File: src/rtl/flpg_pkg.sv
package flpg_pkg;
  localparam logic [7:0] OP_LATCH_SET = 8'h06;
  localparam logic [7:0] OP_LATCH_CLR = 8'h04;
  localparam logic [7:0] OP_STATUS    = 8'h05;
  localparam logic [7:0] OP_PROGRAM   = 8'h02;
  localparam int         LATCH_BIT    = 1;

  typedef enum logic [3:0] {
    S_IDLE,
    S_SET,
    S_SET_RSP,
    S_SET_POLL,
    S_SET_POLL_RSP,
    S_PROG,
    S_PROG_RSP,
    S_CLR,
    S_CLR_RSP,
    S_CLR_POLL,
    S_CLR_POLL_RSP,
    S_FINISH
  } seq_state_t;
endpackage

File: src/rtl/flpg_chunker.sv
module flpg_chunker #(
  parameter int LEN_W      = 16,
  parameter int PAGE_BYTES = 256,
  parameter int OFF_W      = $clog2(PAGE_BYTES),
  parameter int CHUNK_W    = OFF_W + 1
) (
  input  logic [OFF_W-1:0]   page_off,
  input  logic [LEN_W-1:0]   remaining,
  output logic [CHUNK_W-1:0] chunk_len
);
  logic [CHUNK_W-1:0] room;

  assign room      = CHUNK_W'(PAGE_BYTES) - {1'b0, page_off};
  assign chunk_len = (remaining < LEN_W'(room)) ? remaining[CHUNK_W-1:0] : room;

  // a chunk is never empty and never runs past the page end
  always_comb begin
    if (remaining != '0) begin
      a_r2_chunk_fits: assert ((chunk_len != '0) &&
                               (({1'b0, page_off} + chunk_len) <= CHUNK_W'(PAGE_BYTES)));
    end
  end
endmodule

File: src/rtl/flpg_stream_gate.sv
module flpg_stream_gate #(
  parameter int CHUNK_W = 9
) (
  input  logic               clk,
  input  logic               rst,
  input  logic               clear,
  input  logic               open,
  input  logic [CHUNK_W-1:0] limit,
  input  logic               in_valid,
  input  logic [7:0]         in_data,
  output logic               in_ready,
  output logic               tx_valid,
  output logic [7:0]         tx_data,
  input  logic               tx_ready
);
  logic [CHUNK_W-1:0] sent_q;
  logic               pass;

  assign pass     = open && (sent_q < limit);
  assign tx_valid = in_valid && pass;
  assign in_ready = tx_ready && pass;
  assign tx_data  = in_data;

  always_ff @(posedge clk) begin
    if (rst || clear) begin
      sent_q <= '0;
    end else if (tx_valid && tx_ready) begin
      sent_q <= sent_q + 1'b1;
    end
  end

  // never forwards more bytes than the chunk length
  a_r4_no_excess: assert property (@(posedge clk) disable iff (rst)
    sent_q <= limit);
endmodule

File: src/rtl/flpg_ctrl.sv
module flpg_ctrl
  import flpg_pkg::*;
#(
  parameter int ADDR_W    = 24,
  parameter int IN_ADDR_W = 32,
  parameter int LEN_W     = 16,
  parameter int CHUNK_W   = 9
) (
  input  logic                 clk,
  input  logic                 rst,
  input  logic                 req_valid,
  input  logic [IN_ADDR_W-1:0] req_addr,
  input  logic [LEN_W-1:0]     req_len,
  output logic                 busy,
  output logic                 done,
  output logic                 err,
  output logic                 cmd_valid,
  input  logic                 cmd_ready,
  output logic [7:0]           cmd_opcode,
  output logic                 cmd_has_addr,
  output logic [ADDR_W-1:0]    cmd_addr,
  output logic [CHUNK_W-1:0]   cmd_len,
  output logic                 cmd_read,
  input  logic                 rsp_valid,
  input  logic                 rsp_err,
  input  logic [7:0]           rsp_status,
  input  logic [CHUNK_W-1:0]   chunk_len,
  output logic [ADDR_W-1:0]    cur_addr,
  output logic [LEN_W-1:0]     remaining,
  output logic [CHUNK_W-1:0]   chunk_q,
  output logic                 prog_start,
  output logic                 prog_open
);
  seq_state_t state;
  logic       err_q;
  logic       rsp_wait;
  logic       latch_on;
  logic       unused_bits;

  assign unused_bits = ^{rsp_status, req_addr[IN_ADDR_W-1:ADDR_W]};
  assign latch_on    = rsp_status[LATCH_BIT];
  assign rsp_wait    = (state == S_SET_RSP) || (state == S_SET_POLL_RSP) ||
                       (state == S_PROG_RSP) || (state == S_CLR_RSP) ||
                       (state == S_CLR_POLL_RSP);

  always_ff @(posedge clk) begin
    if (rst) begin
      state     <= S_IDLE;
      cur_addr  <= '0;
      remaining <= '0;
      chunk_q   <= '0;
      err_q     <= 1'b0;
    end else if (rsp_wait && rsp_valid && rsp_err) begin
      err_q <= 1'b1;
      state <= S_FINISH;
    end else begin
      case (state)
        S_IDLE: if (req_valid) begin
          cur_addr  <= req_addr[ADDR_W-1:0];
          remaining <= req_len;
          err_q     <= 1'b0;
          state     <= (req_len == '0) ? S_FINISH : S_SET;
        end
        S_SET:          if (cmd_ready) state <= S_SET_RSP;
        S_SET_RSP:      if (rsp_valid) state <= S_SET_POLL;
        S_SET_POLL:     if (cmd_ready) state <= S_SET_POLL_RSP;
        S_SET_POLL_RSP: if (rsp_valid) state <= latch_on ? S_PROG : S_SET;
        S_PROG: if (cmd_ready) begin
          chunk_q <= chunk_len;
          state   <= S_PROG_RSP;
        end
        S_PROG_RSP: if (rsp_valid) begin
          cur_addr  <= cur_addr + ADDR_W'(chunk_q);
          remaining <= remaining - LEN_W'(chunk_q);
          state     <= S_CLR;
        end
        S_CLR:          if (cmd_ready) state <= S_CLR_RSP;
        S_CLR_RSP:      if (rsp_valid) state <= S_CLR_POLL;
        S_CLR_POLL:     if (cmd_ready) state <= S_CLR_POLL_RSP;
        S_CLR_POLL_RSP: if (rsp_valid) begin
          if (latch_on)              state <= S_CLR;
          else if (remaining == '0)  state <= S_FINISH;
          else                       state <= S_SET;
        end
        S_FINISH: state <= S_IDLE;
        default:  state <= S_IDLE;
      endcase
    end
  end

  always_comb begin
    cmd_valid    = 1'b0;
    cmd_opcode   = 8'h00;
    cmd_has_addr = 1'b0;
    cmd_read     = 1'b0;
    cmd_len      = '0;
    case (state)
      S_SET: begin
        cmd_valid  = 1'b1;
        cmd_opcode = OP_LATCH_SET;
      end
      S_CLR: begin
        cmd_valid  = 1'b1;
        cmd_opcode = OP_LATCH_CLR;
      end
      S_SET_POLL, S_CLR_POLL: begin
        cmd_valid  = 1'b1;
        cmd_opcode = OP_STATUS;
        cmd_read   = 1'b1;
        cmd_len    = CHUNK_W'(1);
      end
      S_PROG: begin
        cmd_valid    = 1'b1;
        cmd_opcode   = OP_PROGRAM;
        cmd_has_addr = 1'b1;
        cmd_len      = chunk_len;
      end
      default: ;
    endcase
  end

  assign cmd_addr   = cur_addr;
  assign busy       = (state != S_IDLE);
  assign done       = (state == S_FINISH);
  assign err        = err_q;
  assign prog_start = (state == S_PROG) && cmd_ready;
  assign prog_open  = (state == S_PROG_RSP);

  // an offered command does not change until it is taken
  a_r4_cmd_hold: assert property (@(posedge clk) disable iff (rst)
    (cmd_valid && !cmd_ready) |=> (cmd_valid && $stable(cmd_opcode) &&
                                   $stable(cmd_addr) && $stable(cmd_len)));
  // the first command address is the masked request address
  a_r7_addr_mask: assert property (@(posedge clk) disable iff (rst)
    ((state == S_IDLE) && req_valid && (req_len != '0)) |=>
      (cmd_addr == $past(req_addr[ADDR_W-1:0])));
  // an engine error ends the request with the error flag
  a_r8_err_ends: assert property (@(posedge clk) disable iff (rst)
    (rsp_wait && rsp_valid && rsp_err) |=> (done && err && !cmd_valid));
  // an empty request completes at once without commands
  a_r9_empty_done: assert property (@(posedge clk) disable iff (rst)
    ((state == S_IDLE) && req_valid && (req_len == '0)) |=> (done && !cmd_valid));
  // busy cannot drop except through the completion cycle
  a_r10_busy_held: assert property (@(posedge clk) disable iff (rst)
    (busy && !done) |=> busy);
  // done lasts one cycle and busy falls after it
  a_r11_done_pulse: assert property (@(posedge clk) disable iff (rst)
    done |=> (!done && !busy));
endmodule

File: src/rtl/flpg_sequencer.sv
module flpg_sequencer #(
  parameter int ADDR_W     = 24,
  parameter int IN_ADDR_W  = 32,
  parameter int LEN_W      = 16,
  parameter int PAGE_BYTES = 256,
  parameter int OFF_W      = $clog2(PAGE_BYTES),
  parameter int CHUNK_W    = OFF_W + 1
) (
  input  logic                 clk,
  input  logic                 rst,
  input  logic                 req_valid,
  input  logic [IN_ADDR_W-1:0] req_addr,
  input  logic [LEN_W-1:0]     req_len,
  output logic                 busy,
  output logic                 done,
  output logic                 err,
  input  logic                 in_valid,
  input  logic [7:0]           in_data,
  output logic                 in_ready,
  output logic                 cmd_valid,
  input  logic                 cmd_ready,
  output logic [7:0]           cmd_opcode,
  output logic                 cmd_has_addr,
  output logic [ADDR_W-1:0]    cmd_addr,
  output logic [CHUNK_W-1:0]   cmd_len,
  output logic                 cmd_read,
  output logic                 tx_valid,
  output logic [7:0]           tx_data,
  input  logic                 tx_ready,
  input  logic                 rsp_valid,
  input  logic                 rsp_err,
  input  logic [7:0]           rsp_status
);
  logic [ADDR_W-1:0]  cur_addr;
  logic [LEN_W-1:0]   remaining;
  logic [CHUNK_W-1:0] chunk_len;
  logic [CHUNK_W-1:0] chunk_q;
  logic               prog_start;
  logic               prog_open;

  flpg_chunker #(
    .LEN_W(LEN_W), .PAGE_BYTES(PAGE_BYTES), .OFF_W(OFF_W), .CHUNK_W(CHUNK_W)
  ) u_chunker (
    .page_off (cur_addr[OFF_W-1:0]),
    .remaining(remaining),
    .chunk_len(chunk_len)
  );

  flpg_ctrl #(
    .ADDR_W(ADDR_W), .IN_ADDR_W(IN_ADDR_W), .LEN_W(LEN_W), .CHUNK_W(CHUNK_W)
  ) u_ctrl (
    .clk(clk), .rst(rst),
    .req_valid(req_valid), .req_addr(req_addr), .req_len(req_len),
    .busy(busy), .done(done), .err(err),
    .cmd_valid(cmd_valid), .cmd_ready(cmd_ready), .cmd_opcode(cmd_opcode),
    .cmd_has_addr(cmd_has_addr), .cmd_addr(cmd_addr), .cmd_len(cmd_len),
    .cmd_read(cmd_read),
    .rsp_valid(rsp_valid), .rsp_err(rsp_err), .rsp_status(rsp_status),
    .chunk_len(chunk_len), .cur_addr(cur_addr), .remaining(remaining),
    .chunk_q(chunk_q), .prog_start(prog_start), .prog_open(prog_open)
  );

  flpg_stream_gate #(
    .CHUNK_W(CHUNK_W)
  ) u_gate (
    .clk(clk), .rst(rst),
    .clear(prog_start), .open(prog_open), .limit(chunk_q),
    .in_valid(in_valid), .in_data(in_data), .in_ready(in_ready),
    .tx_valid(tx_valid), .tx_data(tx_data), .tx_ready(tx_ready)
  );
endmodule

File: config.mk
export PLATFORM = sky130hd
export DESIGN_NAME = flpg_sequencer
export DESIGN_NICKNAME = d
export VERILOG_FILES = /design/src/rtl/flpg_pkg.sv /design/src/rtl/flpg_chunker.sv /design/src/rtl/flpg_stream_gate.sv /design/src/rtl/flpg_ctrl.sv /design/src/rtl/flpg_sequencer.sv
export SDC_FILE = /design/constraint.sdc
export NUM_CORES = 1
export LEC_CHECK = 0
export BUFFER_PORTS_ARGS = -buffer_cell sky130_fd_sc_hd__buf_4
export CORE_MARGIN = 2
export CORE_UTILIZATION = 39
export CTS_BUF_LIST = sky130_fd_sc_hd__clkbuf_8 sky130_fd_sc_hd__clkbuf_16
export DETAILED_ROUTE_END_ITERATION = 8
export GPL_TIMING_DRIVEN = 0
export PLACE_DENSITY_LB_ADDON = 0.15
export SLEW_MARGIN = 20
export SYNTH_ARGS = -nofsm -noshare
export SYNTH_HDL_FRONTEND = slang
export SYNTH_HIERARCHICAL = 1
export SYNTH_SLANG_ARGS = --single-unit
File: constraint.sdc
create_clock -name clk -period 3.5 [get_ports clk]
set_clock_uncertainty 0.05 [all_clocks]
set_input_delay 0.525 -clock clk [delete_from_list [all_inputs] [get_ports clk]]
set_output_delay 0.525 -clock clk [all_outputs]
set_load 0.01 [all_outputs]
==> qor.yml, run 1 <==
die:
  core-area_um2: 13300
  io_pins: 129
  num_rows: 42
  fp.dieW_um: 121.1
  die_h_um: 121.1
  initial_utilization_pct: 40.23
  die-area_um2: 14670
pwr:
  seq_power_share_pct: 19.7
  pwr-share-comb_pct: 63.2
  power.internal_w: 0.003134
  p_sw_share_pct: 43.27
  power_leakage_nw: 2.876
  p_clk_share_pct: 17.1
  ir_drop_v: 0.0003423
  p_per_area_nw_per_um2: 784.7
  p_switching_w: 0.002391
placed_design:
  gp_congestion: 0.9269
  post-dp-hpwl_um: 14490
  port-buffer-count: 100
hold_path:
  hold_path_end: "u_ctrl/cmd_addr[3]"
  hold_path_startpoint: "req_addr[3]"
  min_path_cells: 3
  min_path_type: "primary input to flop"
cells_and_area:
  area_growth_pct: 31.63
  n_fill_cell: 1276
  drive_gt1_share_pct: 26.47
  antenna_cells: 0
  final_nets: 955
worst_setup_path:
  regToRegEndpoint: "u_ctrl/chunk_q[3]"
  critPathArrivalTime_ns: 3.44
  crit_chain: "inv_4 -> ha_4 -> nand2_4 -> or3_4 -> or3_4 -> ha_4 -> or4_4 -> nor3_4 -> o311a_4 -> nor2_4 -> mux2_4 -> a21o_1 -> buf_6"
  slowest_delay_ns: 0.54
  cp_slowest_cell: "or4_4"
  critical_path_class: "flop to output pin"
  critPathCaptureType: "output pin"
  regToRegStartpoint: "u_ctrl/cmd_addr[3]"
  crit_fanout: 4
  reg2reg_depth: 21
  regToRegSetupSlack_ns: -0.45
  cp_data_required_time_ns: 2.92
  startpoint_type: "flop"
timing:
  rsz0062_at_grt: "yes"
  worst_pin_slew_ns: 0.8726
  fin_crit_ns: 4.017
  drv_slew: 0
  period_share_pct: 114.8
  maxSlewHeadroom_pct: 41.47
  max_freq_ghz: 0.2489
  hold_ws_ns: 0.4035
  final.setup.worst_slack_ns: -0.5171
  setup_viol_count_final: 12
  setup_tns_ns: -5.152
  hold_violations: 0
global_route:
  grt_pass1_vias: 5794
  antenna_found_initial: 0
  grt_pass1_wl_um: 31070
  grtUsageTotal_pct: 27.45
  grt_max_degree: 17
  grt.overflow.total: 0
routing:
  first_iter_violations: 578
  route.detailed.drc: 0
  drt-pass1-iter-count: 6
  drt-wirelength-per-cell_um: 19.91
  wl_um: 20430
  vias: 6115
  drtAntennaViolNets: 0
  vias_per_cell: 5.960
clocking:
  cts_buffers: 9
  clk_pin_slew_ns: 0.05
  cts_tree: "done"
  cts_root_buf: "clkbuf_16"
  clockBufferDepth: 2
  ctsHoldBuffers: 0
  htree_levels: 3
  cts.sinks: 63
  clk_latency_ns: 0.34
run_status:
  violations: "setup timing"
  run_status: "finished, violations left"
logic_synthesis:
  netlist_area_um2: 5349
  syn_avg_cell_area_um2: 7.641
  yosysWarnings: 6
  syn_inst: 700
run:
  cap_violations: 0
[power by group through the flow]
stage	sequential [W]	clock [W]	combinational, W
after floorplan	0.00105	0	0.00185
after global placement	0.00108	0	0.00261
after detailed placement	0.00109	0	0.00264
after CTS	0.00108	0.000955	0.00319
after global routing	0.00111	0.000987	0.00372
final	0.00109	0.000946	0.00349
[worst max-delay path: cells and delay by family (launching register included)]
| family | cells | cell delay (ns) |
|---|---|---|
| AOI/OAI and AO/OA | 2 | 0.42 |
| buffers and inverters | 2 | 0.18 |
| adders and majority gates | 2 | 0.33 |
| DFF | 1 | 0.36 |
| muxes | 1 | 0.32 |
| and+or+nand+nor | 6 | 1.48 |
[state kept, by name, summed over array words and instances, names as in the netlist]
name              flops
u_ctrl/cmd_addr      24
u_ctrl/remaining     16
u_ctrl/chunk_q        9
u_gate/sent_q         9
u_ctrl/state          4
u_ctrl/err            1
[worst max-delay path by stage]
| stage | startpoint | slack [ns] | cells past startpoint | to |
|---|---|---|---|---|
| 2_1_floorplan | u_ctrl/cmd_addr[1] | -0.14 | 13 | cmd_len[0] |
| 3_3_place_gp | u_ctrl/cmd_addr[2] | -0.49 | 13 | cmd_len[0] |
| 3_5_place_dp | u_ctrl/cmd_addr[2] | -0.48 | 13 | cmd_len[6] |
| 4_1_cts | u_ctrl/cmd_addr[0] | -0.54 | 13 | cmd_len[0] |
| 5_1_grt | u_ctrl/cmd_addr[0] | -0.60 | 14 | cmd_len[8] |
| 6_report | u_ctrl/cmd_addr[0] | -0.52 | 13 | cmd_len[0] |
[metal layers]
layer / part of all wire [%] / global-route usage (%) / up-vias
met5: 0 / 0 / -
met4: 3.0 / 10.25 / 0
met3: 8.0 / 6.203 / 45
met2: 46 / 44.00 / 308
met1: 43 / 35.90 / 2880
li1: - / - / 2882
[area by class of cell]
cell class / count / area (µm²) / share of cell area, %
Buffer: 50 / 274.0 / 3.892
Clock buffer: 12 / 266.5 / 3.785
Clock inverter: 4 / 43.79 / 0.6220
Inverter: 34 / 132.6 / 1.884
Multi-Input combinational cell: 552 / 3802 / 54.01
Sequential cell: 63 / 1276 / 18.13
Tap cell: 176 / 220.2 / 3.128
Timing Repair Buffer: 135 / 1025 / 14.55
[cells in the final DEF, fill, tap and decap left out, drive strengths merged, types with 9 or more instances in the layout]
cell / count
a211oi: 22
ha: 36
or4: 11
o21ai: 36
a21oi: 51
nor4: 11
nor2: 36
o31ai: 9
o211ai: 13
a31oi: 11
nand3: 19
or3: 17
mux2i: 14
nor3: 19
dfxtp: 63
nand4: 10
and3: 11
clkbuf: 35
buf: 162
nand2: 91
inv: 33
and2: 14
[metrics by stage]
stage / worst slack, ns / instances / power, W / utilization [%] / cell area, µm²
after floorplan: -0.1441 / 704 / 0.002904 / - / 5430
after global placement: -0.4882 / 980 / 0.003690 / 48.15 / 6401
after detailed placement: -0.4822 / 980 / 0.003734 / 48.15 / 6401
after CTS: -0.5377 / 1024 / 0.005228 / 52.45 / 6973
after global routing: -0.6005 / 1026 / 0.005819 / 52.96 / 7041
final: -0.5171 / 1026 / 0.005525 / 52.96 / 7041
[timing repair]
action                                  in CTS  in global routing
buffers inserted                            33                  2
resized for setup                           17                 14
pin swaps                                    7                  1
endpoints found under the setup margin      11                 12
Power figures use the tool's default switching activity.
==> run 2: changes to the inputs <==
--- a/config.mk
+++ b/config.mk
@@ -6,7 +6,7 @@
 export NUM_CORES = 1
 export LEC_CHECK = 0
 export BUFFER_PORTS_ARGS = -buffer_cell sky130_fd_sc_hd__buf_4
-export CORE_MARGIN = 2
+export CORE_MARGIN = 5
 export CORE_UTILIZATION = 39
 export CTS_BUF_LIST = sky130_fd_sc_hd__clkbuf_8 sky130_fd_sc_hd__clkbuf_16
 export DETAILED_ROUTE_END_ITERATION = 8
==> run 2 against run 1 <==
  * Die area grew 10%
  * Setup slack lost 0.019 ns
  * Power shrank 2.5%
  * Via count is essentially flat
  * The run still ends with setup timing left
  * Non-clock buffer count shrank 7
  * Critical path type unchanged
  * Hold slack gained 0.0098 ns
  * Largest power group unchanged
==> qor.yml, run 2 (synthesized netlist as in run 1, its figures left out) <==
run_status:
  run_status: "finished, violations left"
  violations: "setup timing"
timing:
  drv_slew: 0  # unchanged
  maxSlewHeadroom_pct: 39.01  # -2.5 points
  rsz0062_at_grt: "yes"
  hold_violations: 0  # unchanged
  max_freq_ghz: 0.2477  # -0.48%
  worst_pin_slew_ns: 0.9094  # +0.03672 ns
  final.setup.worst_slack_ns: -0.5364  # -0.01920 ns
  setup_viol_count_final: 10  # -2
  period_share_pct: 115.3  # +0.55 points
  setup_tns_ns: -4.278  # +0.8742 ns
  fin_crit_ns: 4.036  # +0.01920 ns
routing:
  vias: 6120  # +0.082%
  vias_per_cell: 6.018  # +0.97%
  first_iter_violations: 559  # -3.3%
  drt-pass1-iter-count: 6  # unchanged
  wl_um: 20280  # -0.73%
  drtAntennaViolNets: 0  # unchanged
  drt-wirelength-per-cell_um: 19.94  # +0.14%
  route.detailed.drc: 0  # unchanged
die:
  die_h_um: 127.1  # +5.0%
  initial_utilization_pct: 40.07  # -0.16 points
  die-area_um2: 16160  # +10%
  core-area_um2: 13350  # +0.39%
  num_rows: 42  # unchanged
  fp.dieW_um: 127.1  # +5.0%
  io_pins: 129  # unchanged
worst_setup_path:
  critPathArrivalTime_ns: 3.46  # +0.02 ns
  critical_path_class: "flop to output pin"
  cp_data_required_time_ns: 2.92  # about the same
  critPathCaptureType: "output pin"
  crit_fanout: 5  # +1
  startpoint_type: "flop"
global_route:
  grt_pass1_vias: 5760  # -0.59%
  grt_max_degree: 17  # unchanged
  grtUsageTotal_pct: 24.27  # -3.2 points
  antenna_found_initial: 0  # unchanged
  grt.overflow.total: 0  # unchanged
  grt_pass1_wl_um: 31090  # about the same
clocking:
  cts.sinks: 63  # unchanged
  clk_latency_ns: 0.34  # about the same
  clockBufferDepth: 2  # unchanged
  cts_tree: "done"
  htree_levels: 3  # unchanged
  clk_pin_slew_ns: 0.06  # about the same
  cts_root_buf: "clkbuf_16"
  ctsHoldBuffers: 0  # unchanged
  cts_buffers: 9  # unchanged
run:
  cap_violations: 0  # unchanged
cells_and_area:
  area_growth_pct: 30.64
  largest_reg_flops: 24  # unchanged
  mostFrequentLayoutCells: "buf_4, nand2_1, dfxtp_1"
  antenna_cells: 0  # unchanged
  final_common_cell: "buf_4"
  drive_gt1_share_pct: 25.21  # -1.3 points
  final_area_um2: 6988  # -0.75%
  final_nets: 948  # -0.73%
  layoutNonFillerInstCount: 1017  # -0.88%
placed_design:
  pre_cts_slack_ns: -0.5204  # -0.03815 ns
  post-dp-hpwl_um: 14920  # +3.0%
  postPlaceCellArea_um2: 6401  # unchanged
  placedCellCount: 980  # unchanged
  gp_congestion: 0.9361  # +0.99%
  port-buffer-count: 100  # unchanged
pwr:
  power_leakage_nw: 2.831  # -1.6%
  ir_drop_v: 0.0003295  # -3.8%
  power_w: 0.005386  # -2.5%
  p_per_area_nw_per_um2: 770.7  # -1.8%
hold_path:
  min_path_type: "primary input to flop"
run 2: cell types whose count changed in the layout (fill, tap and decap cells not counted), sizes merged:
| cell | change |
|---|---|
| buf | -7 |
| clkbuf | -2 |
| clkinv | -2 |
| inv | +2 |
run 2: report_power, final:
part	switching (W)	total (W)	internal (W)
Combinational	0.00180	0.00342	0.00162
Clock	0.000316	0.000870	0.000554
Sequential	0.000222	0.00109	0.000873
Total	0.00234	0.00539	0.00305
run 2: worst paths after layout:
path	startpoint	to	slack (ns)	cells past startpoint
max	u_ctrl/cmd_addr[0]	cmd_len[0]	-0.54	13
min	req_addr[18]	u_ctrl/cmd_addr[18]	0.41	3
max reg2reg	u_ctrl/cmd_addr[0]	u_ctrl/chunk_q[4]	-0.21	20
min reg2reg	u_gate/sent_q[8]	u_gate/sent_q[8]	0.45	2
run 2: through the flow:
step           utilization, %  hold WS (ns)
6_report                52.35        0.4133
5_1_grt                 52.35        0.4204
4_1_cts                 51.61        0.4011
3_5_place_dp            47.96        0.4425
3_3_place_gp            47.96        0.4225
2_1_floorplan               -        0.3971
run 2: layout make-up:
class                      instances  area [µm²]
multi-input combinational        552        3802
clock buffer                      10       239.0
clock inverter                     4       41.29
tap                              176       220.2
sequential                        63        1276
fill                            1315        6360
timing repair buffer             128        1002
inverter                          34       132.6
buffer                            50       274.0
run 2: routing by layer:
| layer | up-vias | global-route usage, % | part of all wire (%) |
|---|---|---|---|
| met4 | 0 | 7.129 | 2.4 |
| met1 | 2884 | 33.46 | 45 |
| met5 | - | 0 | 0 |
| met3 | 49 | 4.883 | 8.4 |
| met2 | 324 | 38.45 | 44 |
| li1 | 2863 | - | - |
run 2: critical path, cell delays in order (launching register included):
cell and delay (ns):
dfxtp_4 0.36, inv_4 0.06, ha_4 0.13, nand2_2 0.05, or3_4 0.34, or3_4 0.36
ha_4 0.18, or4_4 0.53, nor3_4 0.15, o311a_4 0.27, nor2_4 0.06, mux2_4 0.33
a21o_1 0.17, buf_6 0.12
run 2: what timing repair did:
| item | CTS | global route |
|---|---|---|
| pin swaps | 10 | 2 |
| endpoints found under the setup margin | 13 | 11 |
| gates resized for setup | 23 | 16 |
| buffers inserted | 23 | 5 |
==> run 3: changes to the inputs <==
--- a/config.mk
+++ b/config.mk
@@ -9,8 +9,8 @@
 export CORE_MARGIN = 5
 export CORE_UTILIZATION = 39
 export CTS_BUF_LIST = sky130_fd_sc_hd__clkbuf_8 sky130_fd_sc_hd__clkbuf_16
+export CTS_CLUSTER_SIZE = 28
 export DETAILED_ROUTE_END_ITERATION = 8
-export GPL_TIMING_DRIVEN = 0
 export PLACE_DENSITY_LB_ADDON = 0.15
 export SLEW_MARGIN = 20
 export SYNTH_ARGS = -nofsm -noshare
==> run 3 against run 2 <==
  * Final cell count fell by 4.8%
  * Clock-buffer cell count rose by 2
  * Sequential share of layout area grew 0.80 points
  * Sequential power about the same
  * Clock power decreased by 0.5%
  * Setup slack better by 0.073 ns
  * The flow still finishes with violations (setup timing)
  * Design area down 4.9%
  * Critical path depth unchanged
  * Global-route usage is 2.6 points lower
  * Hold slack got worse by 0.013 ns
  * Combinational power decreased by 16%
==> qor.yml, run 3 (synthesized netlist as in run 1, its figures left out) <==
run_status:
  run_status: "finished, violations left"
  violations: "setup timing"
cells_and_area:
  mostFrequentLayoutCells: "buf_4, nand2_1, dfxtp_1"
  largest_reg_flops: 24  # unchanged
  seq_area_um2: 1266  # -0.78%
  antenna_cells: 0  # unchanged
  drive_gt1_share_pct: 22.85  # -2.4 points
  final_common_cell: "buf_4"
  final_area_um2: 6644  # -4.9%
  n_fill_cell: 1330  # +1.1%
  area_growth_pct: 24.21
  multiInputGateArea_um2: 3769  # -0.89%
  final_util_pct: 49.78  # -2.6 points
  final_nets: 897  # -5.4%
worst_setup_path:
  regToRegStartpoint: "u_ctrl/cmd_addr[0]"
  crit_fanout: 4  # -1
  critical_path_class: "flop to output pin"
  regToRegEndpoint: "u_ctrl/chunk_q[6]"
  regToRegSetupSlack_ns: 0.39  # +0.60 ns
  critPathArrivalTime_ns: 3.39  # -0.07 ns
  cp_data_required_time_ns: 2.92  # about the same
  startpoint_type: "flop"
  reg2reg_depth: 14  # -30%
  critPathCaptureType: "output pin"
timing:
  fin_crit_ns: 3.963  # -0.07335 ns
  rsz0062_at_grt: "yes"
  hold_violations: 0  # unchanged
  setup_tns_ns: -3.752  # +0.5257 ns
  period_share_pct: 113.2  # -2.1 points
  setup_viol_count_final: 9  # -1
  maxSlewHeadroom_pct: 53.43  # +14 points
  drv_slew: 0  # unchanged
  max_freq_ghz: 0.2523  # +1.9%
  worst_pin_slew_ns: 0.6985  # -0.2109 ns
  final.setup.worst_slack_ns: -0.4630  # +0.07335 ns
die:
  die-area_um2: 16160  # unchanged
  fp.dieW_um: 127.1  # unchanged
  num_rows: 42  # unchanged
  die_h_um: 127.1  # unchanged
  io_pins: 129  # unchanged
  initial_utilization_pct: 40.07  # unchanged
  core-area_um2: 13350  # unchanged
global_route:
  grtUsageTotal_pct: 21.63  # -2.6 points
  grt_max_degree: 52  # +35
  grt_pass1_vias: 5396  # -6.3%
  grt_pass1_wl_um: 28200  # -9.3%
  grt.overflow.total: 0  # unchanged
  antenna_found_initial: 0  # unchanged
routing:
  drt-wirelength-per-cell_um: 18.39  # -7.8%
  vias_per_cell: 5.856  # -2.7%
  first_iter_violations: 394  # -30%
  vias: 5669  # -7.4%
  route.detailed.drc: 0  # unchanged
  wl_um: 17800  # -12%
  drtAntennaViolNets: 0  # unchanged
  drt-pass1-iter-count: 6  # unchanged
placed_design:
  gp_congestion: 0.9071  # -3.1%
  postPlaceCellArea_um2: 6305  # -1.5%
  port-buffer-count: 92  # -8.0%
  post-dp-hpwl_um: 13050  # -13%
hold_path:
  min_path_type: "primary input to flop"
  hold_path_startpoint: "req_len[9]"
  hold_path_end: "u_ctrl/remaining[9]"
  min_path_cells: 3  # unchanged
pwr:
  p_per_area_nw_per_um2: 723.5  # -6.1%
  ir_drop_v: 0.0003052  # -7.4%
  power_leakage_nw: 2.670  # -5.7%
clocking:
  ctsHoldBuffers: 0  # unchanged
  clk_latency_ns: 0.34  # about the same
  clockBufferDepth: 2  # unchanged
  cts.sinks: 63  # unchanged
  cts_tree: "done"
  clk_pin_slew_ns: 0.05  # about the same
  cts_root_buf: "clkbuf_16"
  htree_levels: 3  # unchanged
  cts_buffers: 9  # unchanged
run:
  cap_violations: 0  # unchanged
-- run 3: cell count changes in the layout (fill, tap and decap cells not counted), sizes merged --
cell	previous run	this run
buf	155	127
bufinv	1	0
inv	35	36
clkbuf	33	12
-- run 3: worst max-delay path: stages (launching register included) --
cell and delay [ns]:
dfxtp_2 0.32, inv_2 0.07, ha_4 0.14, nand2_2 0.05, or3_4 0.36, or3_4 0.36, ha_4 0.17, or4_4 0.55
nor3_4 0.13, o311a_4 0.24, nor2_4 0.05, mux2_4 0.32, a21o_1 0.17, buf_6 0.12
-- run 3: routing by layer --
metal	vias up	routed length [µm]	GRT usage, %
li1	2752	-	-
met1	2661	8107	30.21
met2	229	8211	33.84
met3	27	1148	4.090
met4	0	330	6.688
met5	-	0	0
-- run 3: area by class of cell --
cell class,count,area share [%]
multi-input combinational,552,56.72
clock inverter,4,0.2260
inverter,34,1.959
sequential,63,19.06
tap,176,3.314
timing repair buffer,127,14.71
clock buffer,12,4.011
-- run 3: worst max path at each step --
stage                             startpoint          to  slack [ns]  cells past startpoint
after floorplan           u_ctrl/cmd_addr[1]  cmd_len[0]       -0.14                     13
final                     u_ctrl/cmd_addr[0]  cmd_len[0]       -0.46                     13
after detailed placement  u_ctrl/cmd_addr[1]  cmd_len[0]       -0.21                     13
after global routing      u_ctrl/cmd_addr[0]  cmd_len[0]       -0.58                     13
after CTS                 u_ctrl/cmd_addr[0]  cmd_len[0]       -0.47                     13
after global placement    u_ctrl/cmd_addr[1]  cmd_len[0]       -0.18                     13
-- run 3: report_power, final --
part	internal [W]	switching [W]	leakage, nW
sequential	0.000867	0.000215	0.515
clock	0.000527	0.000339	0.154
combinational	0.00133	0.00153	2.00
total	0.00272	0.00209	2.67
-- run 3: what timing repair did --
action,in CTS,in global routing
gates resized for setup,7,3
setup buffers,1,1
setup endpoints to repair,9,9
pin swaps,6,0
-- run 3: per-stage QoR --
| step | worst slack, ns | hold WS [ns] | instances | total power (W) |
|---|---|---|---|---|
| finish | -0.4630 | 0.4005 | 968 | 0.004807 |
| global route | -0.5802 | 0.4216 | 968 | 0.005143 |
| CTS | -0.4716 | 0.3947 | 967 | 0.004736 |
| detailed placement | -0.2089 | 0.4208 | 950 | 0.003779 |
| global placement | -0.1817 | 0.4152 | 950 | 0.003704 |
| floorplan | -0.1441 | 0.3971 | 704 | 0.002904 |
